[src/rtl/clkseq_pkg.sv]
package clkseq_pkg;

   typedef enum logic [1:0] {
      SQ_OFF    = 2'd0,
      SQ_SETTLE = 2'd1,
      SQ_LIVE   = 2'd2
   } seq_state_t;

   function automatic int unsigned cnt_width(input int unsigned a, input int unsigned b);
      int unsigned m;
      m = (a > b) ? a : b;
      return (m < 1) ? 1 : $clog2(m + 1);
   endfunction

endpackage

[src/rtl/clkseq_sync.sv]
module clkseq_sync #(
   parameter int unsigned STAGES    = 2,
   parameter logic        RESET_VAL = 1'b1
) (
   input  logic clk,
   input  logic rst_n,
   input  logic d_async,
   output logic q_sync
);
   logic [STAGES-1:0] chain;

   if (STAGES < 2) begin : g_bad_stages
      $error("clkseq_sync: STAGES must be at least 2");
   end

   for (genvar i = 0; i < STAGES; i++) begin : g_stage
      if (i == 0) begin : g_first
         always_ff @(posedge clk or negedge rst_n) begin
            if (!rst_n) chain[0] <= RESET_VAL;
            else        chain[0] <= d_async;
         end
      end else begin : g_next
         always_ff @(posedge clk or negedge rst_n) begin
            if (!rst_n) chain[i] <= RESET_VAL;
            else        chain[i] <= chain[i-1];
         end
      end
   end

   assign q_sync = chain[STAGES-1];
endmodule

[src/rtl/clkseq_settle_cnt.sv]
module clkseq_settle_cnt #(
   parameter int unsigned HI_COUNT = 400,
   parameter int unsigned LO_COUNT = 200,
   parameter int unsigned CNT_W    = 9
) (
   input  logic             clk,
   input  logic             rst_n,
   input  logic             arm_i,
   input  logic             sel_i,
   input  logic             clr_i,
   input  logic             step_i,
   output logic             done_o,
   output logic [CNT_W-1:0] cnt_o,
   output logic [CNT_W-1:0] tgt_o
);
   localparam logic [CNT_W-1:0] HI_V = CNT_W'(HI_COUNT);
   localparam logic [CNT_W-1:0] LO_V = CNT_W'(LO_COUNT);

   logic [CNT_W-1:0] cnt_q;
   logic [CNT_W-1:0] tgt_q;
   logic [CNT_W-1:0] tgt_m1;

   if (HI_COUNT < 1 || LO_COUNT < 1) begin : g_bad_count
      $error("clkseq_settle_cnt: settle counts must be at least 1");
   end
   if (CNT_W < $clog2(HI_COUNT + 1) || CNT_W < $clog2(LO_COUNT + 1)) begin : g_bad_width
      $error("clkseq_settle_cnt: CNT_W too narrow for settle counts");
   end

   assign tgt_m1 = tgt_q - CNT_W'(1);
   assign done_o = step_i && (cnt_q == tgt_m1);

   always_ff @(posedge clk or negedge rst_n) begin
      if (!rst_n) begin
         cnt_q <= '0;
         tgt_q <= HI_V;
      end else if (arm_i) begin
         cnt_q <= '0;
         tgt_q <= sel_i ? HI_V : LO_V;
      end else if (clr_i) begin
         cnt_q <= '0;
      end else if (step_i) begin
         cnt_q <= done_o ? '0 : cnt_q + CNT_W'(1);
      end
   end

   assign cnt_o = cnt_q;
   assign tgt_o = tgt_q;

   // the count never reaches the selected target
   p_cnt_bound_r3: assert property (@(posedge clk) disable iff (!rst_n)
      cnt_q < tgt_q)
      else $error("settle count out of range");
endmodule

[src/rtl/clkseq_fsm.sv]
module clkseq_fsm
   import clkseq_pkg::*;
(
   input  logic       clk,
   input  logic       rst_n,
   input  logic       en_act_i,
   input  logic       tick_i,
   input  logic       done_i,
   output seq_state_t state_o,
   output logic       arm_o,
   output logic       clr_o,
   output logic       step_o,
   output logic       run_o
);
   seq_state_t st_q, st_d;

   always_comb begin
      st_d  = st_q;
      arm_o = 1'b0;
      clr_o = 1'b0;
      unique case (st_q)
         SQ_OFF: begin
            if (en_act_i) begin
               st_d  = SQ_SETTLE;
               arm_o = 1'b1;
            end
         end
         SQ_SETTLE: begin
            if (!en_act_i) begin
               st_d  = SQ_OFF;
               clr_o = 1'b1;
            end else if (done_i) begin
               st_d = SQ_LIVE;
            end
         end
         SQ_LIVE: begin
            if (!en_act_i) st_d = SQ_OFF;
         end
         default: st_d = SQ_OFF;
      endcase
   end

   assign step_o = (st_q == SQ_SETTLE) && en_act_i && tick_i;
   assign run_o  = (st_q == SQ_LIVE);

   always_ff @(posedge clk or negedge rst_n) begin
      if (!rst_n) st_q <= SQ_OFF;
      else        st_q <= st_d;
   end

   assign state_o = st_q;

   // the outputs are never released without passing through the wait
   p_no_direct_jump_r3: assert property (@(posedge clk) disable iff (!rst_n)
      (st_q == SQ_LIVE) |-> ($past(st_q) != SQ_OFF))
      else $error("released without settling");

   // an inactive enable always leads back to off on the next edge
   p_drop_on_disable_r1: assert property (@(posedge clk) disable iff (!rst_n)
      (!en_act_i && st_q != SQ_OFF) |=> (st_q == SQ_OFF))
      else $error("disable not honoured");
endmodule

[src/rtl/clkseq_gate.sv]
module clkseq_gate #(
   parameter int unsigned NUM_OUTS = 2
) (
   input  logic                clk,
   input  logic                rst_n,
   input  logic                run_i,
   output logic [NUM_OUTS-1:0] clk_out,
   output logic                live_o
);
   logic gate_q;

   if (NUM_OUTS < 1) begin : g_bad_outs
      $error("clkseq_gate: NUM_OUTS must be at least 1");
   end

   always_ff @(negedge clk or negedge rst_n) begin
      if (!rst_n) gate_q <= 1'b0;
      else        gate_q <= run_i;
   end

   for (genvar i = 0; i < NUM_OUTS; i++) begin : g_copy
      assign clk_out[i] = clk & gate_q;
   end

   assign live_o = gate_q;

   // the gate only opens when the sequencer has reached the running state
   p_live_rise_r5: assert property (@(posedge clk) disable iff (!rst_n)
      $rose(gate_q) |-> run_i)
      else $error("gate opened without run request");
endmodule

[src/rtl/clk_out_seq.sv]
module clk_out_seq
   import clkseq_pkg::*;
#(
   parameter int unsigned SETTLE_HI_RATE = 400,
   parameter int unsigned SETTLE_LO_RATE = 200,
   parameter int unsigned SYNC_STAGES    = 2,
   parameter int unsigned NUM_OUTS       = 2
) (
   input  logic                gen_clk,
   input  logic                rst_n,
   input  logic                ref_tick,
   input  logic                ratio_sel,
   input  logic                en_n,
   output logic [NUM_OUTS-1:0] clk_out,
   output logic                live_o
);
   localparam int unsigned CNT_W = cnt_width(SETTLE_HI_RATE, SETTLE_LO_RATE);

   if (SETTLE_HI_RATE < 1 || SETTLE_LO_RATE < 1) begin : g_bad_settle
      $error("clk_out_seq: settle counts must be at least 1");
   end
   if (SYNC_STAGES < 2) begin : g_bad_sync
      $error("clk_out_seq: at least two synchronizer stages required");
   end
   if (NUM_OUTS < 1) begin : g_bad_outs
      $error("clk_out_seq: at least one output copy required");
   end

   logic             en_n_sync;
   logic             en_act;
   logic             arm, clr, step, done, run;
   logic [CNT_W-1:0] cnt, tgt;
   seq_state_t       state;

   clkseq_sync #(
      .STAGES    (SYNC_STAGES),
      .RESET_VAL (1'b1)
   ) u_sync (
      .clk     (gen_clk),
      .rst_n   (rst_n),
      .d_async (en_n),
      .q_sync  (en_n_sync)
   );

   assign en_act = ~en_n_sync;

   clkseq_fsm u_fsm (
      .clk      (gen_clk),
      .rst_n    (rst_n),
      .en_act_i (en_act),
      .tick_i   (ref_tick),
      .done_i   (done),
      .state_o  (state),
      .arm_o    (arm),
      .clr_o    (clr),
      .step_o   (step),
      .run_o    (run)
   );

   clkseq_settle_cnt #(
      .HI_COUNT (SETTLE_HI_RATE),
      .LO_COUNT (SETTLE_LO_RATE),
      .CNT_W    (CNT_W)
   ) u_cnt (
      .clk    (gen_clk),
      .rst_n  (rst_n),
      .arm_i  (arm),
      .sel_i  (ratio_sel),
      .clr_i  (clr),
      .step_i (step),
      .done_o (done),
      .cnt_o  (cnt),
      .tgt_o  (tgt)
   );

   clkseq_gate #(
      .NUM_OUTS (NUM_OUTS)
   ) u_gate (
      .clk     (gen_clk),
      .rst_n   (rst_n),
      .run_i   (run),
      .clk_out (clk_out),
      .live_o  (live_o)
   );

   // whenever the sequencer is off, no settling credit is held
   p_off_cnt_clear_r7: assert property (@(posedge gen_clk) disable iff (!rst_n)
      (state == SQ_OFF) |-> (cnt == '0))
      else $error("stale settle count while off");

   // the captured count target does not move during the wait
   p_target_hold_r8: assert property (@(posedge gen_clk) disable iff (!rst_n)
      (state == SQ_SETTLE && $past(state) == SQ_SETTLE) |-> $stable(tgt))
      else $error("settle target changed mid-wait");
endmodule

[config.mk]
export PLATFORM = sky130hd
export DESIGN_NAME = clk_out_seq
export DESIGN_NICKNAME = d
export VERILOG_FILES = /design/src/rtl/clkseq_pkg.sv /design/src/rtl/clkseq_sync.sv /design/src/rtl/clkseq_settle_cnt.sv /design/src/rtl/clkseq_fsm.sv /design/src/rtl/clkseq_gate.sv /design/src/rtl/clk_out_seq.sv
export SDC_FILE = /design/constraint.sdc
export NUM_CORES = 1
export LEC_CHECK = 0
export BUFFER_PORTS_ARGS = -buffer_cell sky130_fd_sc_hd__buf_4
export CAP_MARGIN = 20
export CORE_MARGIN = 10
export CORE_UTILIZATION = 23
export CTS_BUF_LIST = sky130_fd_sc_hd__clkbuf_4 sky130_fd_sc_hd__clkbuf_8
export CTS_CLUSTER_DIAMETER = 120
export DETAILED_ROUTE_END_ITERATION = 12
export GPL_TIMING_DRIVEN = 0
export SETUP_SLACK_MARGIN = 0.5
export SYNTH_ARGS = -nofsm -noshare
export SYNTH_HDL_FRONTEND = slang
export SYNTH_SLANG_ARGS = --single-unit
export TNS_END_PERCENT = 50
[constraint.sdc]
create_clock -name gen_clk -period 2.4 [get_ports gen_clk]
set_input_delay 0.24 -clock gen_clk [delete_from_list [all_inputs] [get_ports gen_clk]]
set_output_delay 0.24 -clock gen_clk [all_outputs]
set_load 0.03 [all_outputs]
### Word level (Yosys, flattened, before mapping)

Cells that the tools add are included.

| word-level totals | value |
|---|---|
| bits in latches | 0 |
| bits in registers | 23 |
| memory bits (writable) | 0 |
| logic and storage cells | 36 |
| memory bits (read-only) | 0 |
| output and inout bits | 3 |
| input port bits | 5 |
| memories kept | 0 |

| operators by class | value |
|---|---|
| mux-type cells | 14 |
| equal/unequal tests | 6 |
| bitwise operators | 2 |
| reduce and logical (&&, ||, !) cells | 6 |
| order comparisons | 0 |
| multipliers | 0 |
| shift-type cells | 0 |
| divide/modulo/power cells | 0 |
| $add $sub $neg | 2 |

Operators with widths:

| cell | count |
|---|---|
| $mux W9 | 5 |
| $add A9 B1 Y9 const B | 1 |
| $eq A9 B9 Y1 | 1 |
| $sub A9 B1 Y9 const B | 1 |
| $mux W2 | 4 |
| $pmux W2 S3 | 1 |
| $mux W1 | 4 |
| $ne A2 B2 Y1 const B | 2 |
| $logic_and A1 B1 Y1 | 3 |
| $ne A3 B2 Y1 const B | 1 |
| $reduce_and A3 Y1 | 1 |
| $reduce_bool A3 Y1 | 1 |
| $eq A2 B1 Y1 const B | 1 |
| $eq A2 B2 Y1 const B | 1 |
| $logic_not A2 Y1 | 1 |
| $and A1 B1 Y1 | 1 |
| $not A1 Y1 | 1 |

### Depth between registers and ports, before layout

Gate-level depths: netlist of run 1.

| depth | value |
|---|---|
| word-level depth | 8 |
| gate-level depth with buffers | 6 |

### By module

A second synthesis of run 1 with hierarchy kept.

| second synthesis, totals | value |
|---|---|
| cells, all modules | 88 |
| area, all modules | 887.1 sq um |

By module, submodules not included:

| module | sequential area each (sq um) | cells each | times used | area an instance (sq um) |
|---|---|---|---|---|
| clkseq_settle_cnt | 276.5 | 71 | 1 | 690.7 |
| clkseq_fsm | 50.0 | 11 | 1 | 101.3 |
| clkseq_sync | 52.6 | 2 | 1 | 52.6 |
| clkseq_gate | 25.0 | 3 | 1 | 38.8 |
| clk_out_seq | 0.0 | 1 | 1 | 3.8 |

==> results.yml, run 1 <==
run_status:
  status: "finished with violations"
  failed_checks: "setup timing"
job:
  maxCapViolations: 0
cells_and_area:
  syn_to_final_growth_pct: 48.1
  fin_area_sq_um: 1290
  num_antenna_cells: 0
  fillCellCount: 374
  final_nets: 122
  drive_above_1_share_pct: 35.1
  fin_cells: 162
yosys:
  async_reset_ff_share_pct: 100
  synthDistinctLibCells: 36
  ys_seq_area_share_pct: 46.4
  yosys-top-cells-area: "dfrtp_1, dfstp_2, ha_1, xnor2_1, xor2_1"
  syn_nets: 95
  synth_area_leader_cell: "dfrtp_1"
  synth_seq_cells: 16
  synth_edf_count: 0
  synth.avg_cell_area_sq_um: 10.0
  syn_inst: 87
  synthFlopType: "dfrtp_1"
  netlist_area_sq_um: 871
  synth_top_area_share_pct: 34.5
  synth_warnings: 0
  synthTopCellsByCount: "dfrtp_1, nand2_1, nor2_1"
  post-synth-top-count-cell: "dfrtp_1"
worst_setup_path:
  crit_start: "u_gate.live_o$_DFF_NN0_"
  critPathKind: "flip-flop to output pin"
  worstPathArrival_ns: 2.54
  reg2reg_depth: 3
  endpoint: "clk_out[1]"
  r2r_slack_ns: 0.47
  crit_required_ns: 2.16
  cp_max_fo: 2
  timing.rr.start: "u_fsm.state_o[1]$_DFFE_PN0P_"
  cp_num_cells: 5
  cpPeakStageDelay_ns: 0.34
  cp_slowest_cell: "dfrtn_1"
  cp-start-kind: "flip-flop"
  worst_setup_path_end_kind: "output pin"
  path_buf_inv: 4
  path_cells: "and2_4, buf_8, buf_8, buf_6, buf_6"
  critPathTopFamily: "buffers and inverters"
  rr_endpoint: "u_gate.live_o$_DFF_NN0_"
floorplanning:
  die_y_um: 81.5
  rows: 22
  ios: 8
  core_area_sq_um: 3660
  start_util_pct: 23.8
  die_area_sq_um: 6650
  die_w_um: 81.5
timing:
  hold_slack_ns: 0.121
  maxSlewViolCount: 0
  setup_viol: 4
  finalWorstSetupSlack_ns: -0.377
  fin_worst_skew_ns: 0.0312
  worstMarginPinSlew_ns: 0.400
  rsz0062_at_grt: "true"
  finalHoldViolations: 0
  finalSetupTns_ns: -0.755
  slew_headroom_pct: 72.9
drt:
  drc: 0
  viasPerCell: 4.77
  drt_iter0_drc: 68
  num_vias: 772
  postRouteAntennaNets: 0
  routedWlPerCell_um: 13.3
  drt_pass1_iterations: 4
  postRouteWirelength_um: 2160
power_and_ir_drop:
  ir_drop_mv: 0.391
  internal_power_mw: 0.653
  fin_total_pwr_mw: 0.841
  clockPowerShare_pct: 57.5
  p_leak_nw: 0.557
  power_frac_comb_pct: 7.7
  power_switching_mw: 0.188
  power_density_nw_per_um2: 652
  switching_share_pct: 22.3
  p_seq_share_pct: 34.8
grt:
  grt_first_pass_wirelength_um: 3730
  grt_pass1_vias: 844
  grt_max_degree: 17
  antenna_found_initial: 0
  groute.usage.overall_pct: 7.67
  overflow: 0
min_path:
  min-delay-start: "ratio_sel"
  hold_path_class: "primary input to flip-flop"
placement:
  dp.cells: 142
  place.gp.congestion: 0.770
  io_buffers: 7
  dp_hpwl_um: 1310
  placed_area_sq_um: 990
cts:
  clk_pin_slew_ns: 0.06
  cts_tree: "done"
  clk-insertion-delay-late_ns: 0.38
## through the flow
stage | setup WS [ns] | utilization [%]
3_3_place_gp | 0.211 | 27.0
3_5_place_dp | 0.208 | 27.0
4_1_cts | -0.423 | 34.6
6_report | -0.377 | 35.2
5_1_grt | -0.430 | 35.2
2_1_floorplan | 0.00565 | -
## layer usage
metal,global-route usage (%),part of all wire (%),up-vias
met5,0,0,-
met4,7.44,1.9,0
met3,6.11,7.0,5
met2,10.4,46,20
met1,7.09,45,376
li1,-,-,371
## repair_timing
| item | CTS | global route |
|---|---|---|
| buffers inserted | 4 | 0 |
| resized for setup | 14 | 6 |
| pin swaps | 3 | 1 |
| endpoints found under the hold margin | 16 | 0 |
| endpoints found under the setup margin | 12 | 13 |
| hold buffers | 2 | 0 |
## cells by family after synthesis
logic type      share of synthesized area (%)
xor+xnor                                 8.05
buf+inv                                  4.45
simple gates                             25.4
fa+ha+maj                                4.31
flops                                    46.4
compound gates                           11.4
## final cells by class
class / instances / area [sq um] / area share (%)
clock inverters: 1 / 3.75 / 0.291
well taps: 48 / 60.1 / 4.66
plain buffers: 4 / 43.8 / 3.39
multi-input cells: 63 / 472 / 36.6
inverters: 4 / 17.5 / 1.36
clock buffers: 15 / 198 / 15.3
repair buffers: 11 / 91.3 / 7.08
flip-flops and latches: 16 / 404 / 31.3
## sequential cells by signal, indices dropped and copies added (netlist names)
name	flops
u_gate.live_o	1
u_cnt.cnt_o	9
u_cnt.tgt_o	2
u_fsm.state_o	2
u_sync.q_sync	1
u_sync.chain	1
## how the worst min path moves through the flow
stage                              endpoint  depth (start not counted)
6_report         u_cnt.tgt_o[4]$_DFFE_PN1P_                          3
5_1_grt          u_cnt.tgt_o[4]$_DFFE_PN1P_                          3
4_1_cts          u_cnt.tgt_o[4]$_DFFE_PN1P_                          3
3_5_place_dp   u_fsm.state_o[1]$_DFFE_PN0P_                          1
3_3_place_gp   u_fsm.state_o[1]$_DFFE_PN0P_                          1
2_1_floorplan    u_cnt.cnt_o[0]$_DFFE_PN0P_                          0
## worst min-delay path: cells and delay by family
family / cells / cell delay, ns
AND/OR/NAND/NOR: 1 / 0.05
buffers and inverters: 1 / 0.08
AO/OA/AOI/OAI: 1 / 0.07
## cells in the final DEF (no fill, tap or decap), types with 2 or more instances in the layout
master         count
buf_8              2
o21ai_0            5
clkbuf_8          11
nand3_1            3
dfstp_2            3
xor2_1             4
dfrtp_1           12
buf_6              5
nor4_1             2
nand4_1            2
buf_4              9
a21oi_1            4
ha_1               3
dlygate4sd3_1      2
or3_1              3
xnor2_1            4
inv_1              4
nand2_1            6
nor3_1             2
nor2_1             4
## power by group through the flow
stage                     Sequential (mW)  Clock [mW]  Combinational (mW)
after floorplan                     0.294    0.000346              0.0372
after global placement              0.296    0.000346              0.0543
after detailed placement            0.296    0.000346              0.0562
after CTS                           0.292       0.494              0.0625
after global routing                0.294       0.518              0.0742
final                               0.292       0.484              0.0651
(Power assumes the default switching activity.)
==> run 2: changes to the inputs <==
--- a/config.mk
+++ b/config.mk
@@ -12,9 +12,11 @@
 export CTS_BUF_LIST = sky130_fd_sc_hd__clkbuf_4 sky130_fd_sc_hd__clkbuf_8
 export CTS_CLUSTER_DIAMETER = 120
 export DETAILED_ROUTE_END_ITERATION = 12
+export GPL_ROUTABILITY_DRIVEN = 0
 export GPL_TIMING_DRIVEN = 0
 export SETUP_SLACK_MARGIN = 0.5
 export SYNTH_ARGS = -nofsm -noshare
 export SYNTH_HDL_FRONTEND = slang
+export SYNTH_HIERARCHICAL = 1
 export SYNTH_SLANG_ARGS = --single-unit
 export TNS_END_PERCENT = 50
==> constraint.sdc (replaced) <==
create_clock -name gen_clk -period 2.8 [get_ports gen_clk]
set_input_delay 0.28 -clock gen_clk [delete_from_list [all_inputs] [get_ports gen_clk]]
set_output_delay 0.28 -clock gen_clk [all_outputs]
set_load 0.03 [all_outputs]
==> results.yml, run 2 <==
worst_setup_path:
  crit_top_cell: "buf_6"
  worstPathArrival_ns: 2.75
  cp_slowest_cell: "dfrtn_1"
  path_cells: "and2_4, buf_6, buf_6, buf_6, buf_6"
  cpPeakStageDelay_ns: 0.35
  worst_setup_path_end_kind: "output pin"
  cp_max_fo: 2
  r2r_slack_ns: 0.69
  rr_endpoint: "u_gate/live_o$_DFF_NN0_"
  critPathKind: "flip-flop to output pin"
  cp-start-kind: "flip-flop"
  timing.rr.start: "u_fsm/state_o[1]$_DFFE_PN0P_"
  reg2reg_depth: 1
  crit_required_ns: 2.52
drt:
  drt_pass1_iterations: 5
  drc: 0
  postRouteAntennaNets: 0
  viasPerCell: 4.11
  postRouteWirelength_um: 1560
  routedWlPerCell_um: 10.6
  num_vias: 604
  drt_iter0_drc: 11
yosys:
  syn_nets: 87
  netlist_area_sq_um: 827
  synth.avg_cell_area_sq_um: 10.5
  syn_inst: 79
  synth_warnings: 6
power_and_ir_drop:
  ir_drop_mv: 0.281
  p_leak_nw: 0.493
  fin_total_pwr_mw: 0.567
  power_density_nw_per_um2: 524
run_status:
  failed_checks: "setup timing"
  status: "finished with violations"
cells_and_area:
  largest_reg_flops: 9
  mostFrequentLayoutCells: "nor2_1, dfrtp_1, clkbuf_4"
  drive_above_1_share_pct: 29.7
  num_antenna_cells: 0
  mostFrequentLayoutCell: "nor2_1"
  final_nets: 110
  fillCellCount: 383
  syn_to_final_growth_pct: 30.9
cts:
  clk-insertion-delay-late_ns: 0.40
  postCtsSetupRepairBufs: 0
  clk_pin_slew_ns: 0.09
  cts_tree: "done"
floorplanning:
  die_w_um: 80.0
  die_area_sq_um: 6390
  ios: 8
  rows: 21
  core_area_sq_um: 3420
  die_y_um: 80.0
  start_util_pct: 24.2
grt:
  grt_max_degree: 17
  grt_pass1_vias: 749
  antenna_found_initial: 0
  groute.usage.overall_pct: 6.10
  grt_first_pass_wirelength_um: 2990
  overflow: 0
timing:
  worstMarginPinSlew_ns: 0.452
  finalWorstSetupSlack_ns: -0.227
  rsz0062_at_grt: "true"
  slew_headroom_pct: 69.8
  maxSlewViolCount: 0
  finalHoldViolations: 0
  setup_viol: 3
  fin_worst_skew_ns: 0.0101
  hold_slack_ns: 0.129
min_path:
  min-delay-start: "ratio_sel"
  worstHoldEndpoint: "u_cnt/tgt_o[4]$_DFFE_PN1P_"
  hold_path_class: "primary input to flip-flop"
  whs_path_depth: 3
job:
  maxCapViolations: 0
placement:
  io_buffers: 7
  dp_hpwl_um: 1130
-- run 2: power by group --
part           internal, mW  total (mW)  switching, mW
sequential            0.241       0.248        0.00672
clock                 0.173       0.272         0.0990
combinational        0.0207      0.0470         0.0262
-- run 2: worst max-delay path: cells and delay by family (launching register included) --
kind | cells | cell delay, ns
buffers and inverters | 4 | 0.43
DFF | 1 | 0.35
and+or+nand+nor | 1 | 0.16
-- run 2: timing repair --
action / 4_1_cts / 5_1_grt
gates resized for setup: 3 / 5
hold buffers: 2 / 0
pin swaps: 0 / 1
endpoints found under the setup margin: 4 / 4
endpoints found under the hold margin: 16 / 0
-- run 2: worst max path at each step --
stage                            startpoint         end  cells after the start
floorplan           u_gate/live_o$_DFF_NN0_  clk_out[1]                      2
global placement    u_gate/live_o$_DFF_NN0_  clk_out[1]                      3
detailed placement  u_gate/live_o$_DFF_NN0_  clk_out[1]                      3
CTS                 u_gate/live_o$_DFF_NN0_  clk_out[1]                      5
global route        u_gate/live_o$_DFF_NN0_  clk_out[1]                      5
finish              u_gate/live_o$_DFF_NN0_  clk_out[1]                      5
-- run 2: area by class of cell --
cell class	count	area (sq um)	share of cell area, %
inverters	3	11.3	1.04
clock buffers	15	134	12.4
repair buffers	7	57.6	5.32
well taps	46	57.6	5.32
flip-flops and latches	16	404	37.3
multi-input cells	59	407	37.6
plain buffers	1	11.3	1.04
-- run 2: through the flow --
| stage | setup slack [ns] | area [sq um] | utilization (%) | cells | setup TNS, ns |
|---|---|---|---|---|---|
| 2_1_floorplan | -0.0196 | 827 | - | 79 | -0.0196 |
| 3_3_place_gp | 0.377 | 937 | 27.4 | 132 | 0 |
| 3_5_place_dp | 0.373 | 937 | 27.4 | 132 | 0 |
| 4_1_cts | -0.271 | 1070 | 31.4 | 147 | -0.465 |
| 5_1_grt | -0.278 | 1080 | 31.7 | 147 | -0.502 |
| 6_report | -0.227 | 1080 | 31.7 | 147 | -0.393 |
-- run 2: layer usage --
layer / wire length (um) / up-vias / share of wire [%] / track usage, %
met5: 0 / - / 0 / 0
met3: 40 / 2 / 2.6 / 3.60
met4: 7 / 0 / 0.45 / 5.46
li1: - / 309 / - / -
met2: 824 / 8 / 53 / 9.39
met1: 683 / 285 / 44 / 5.60
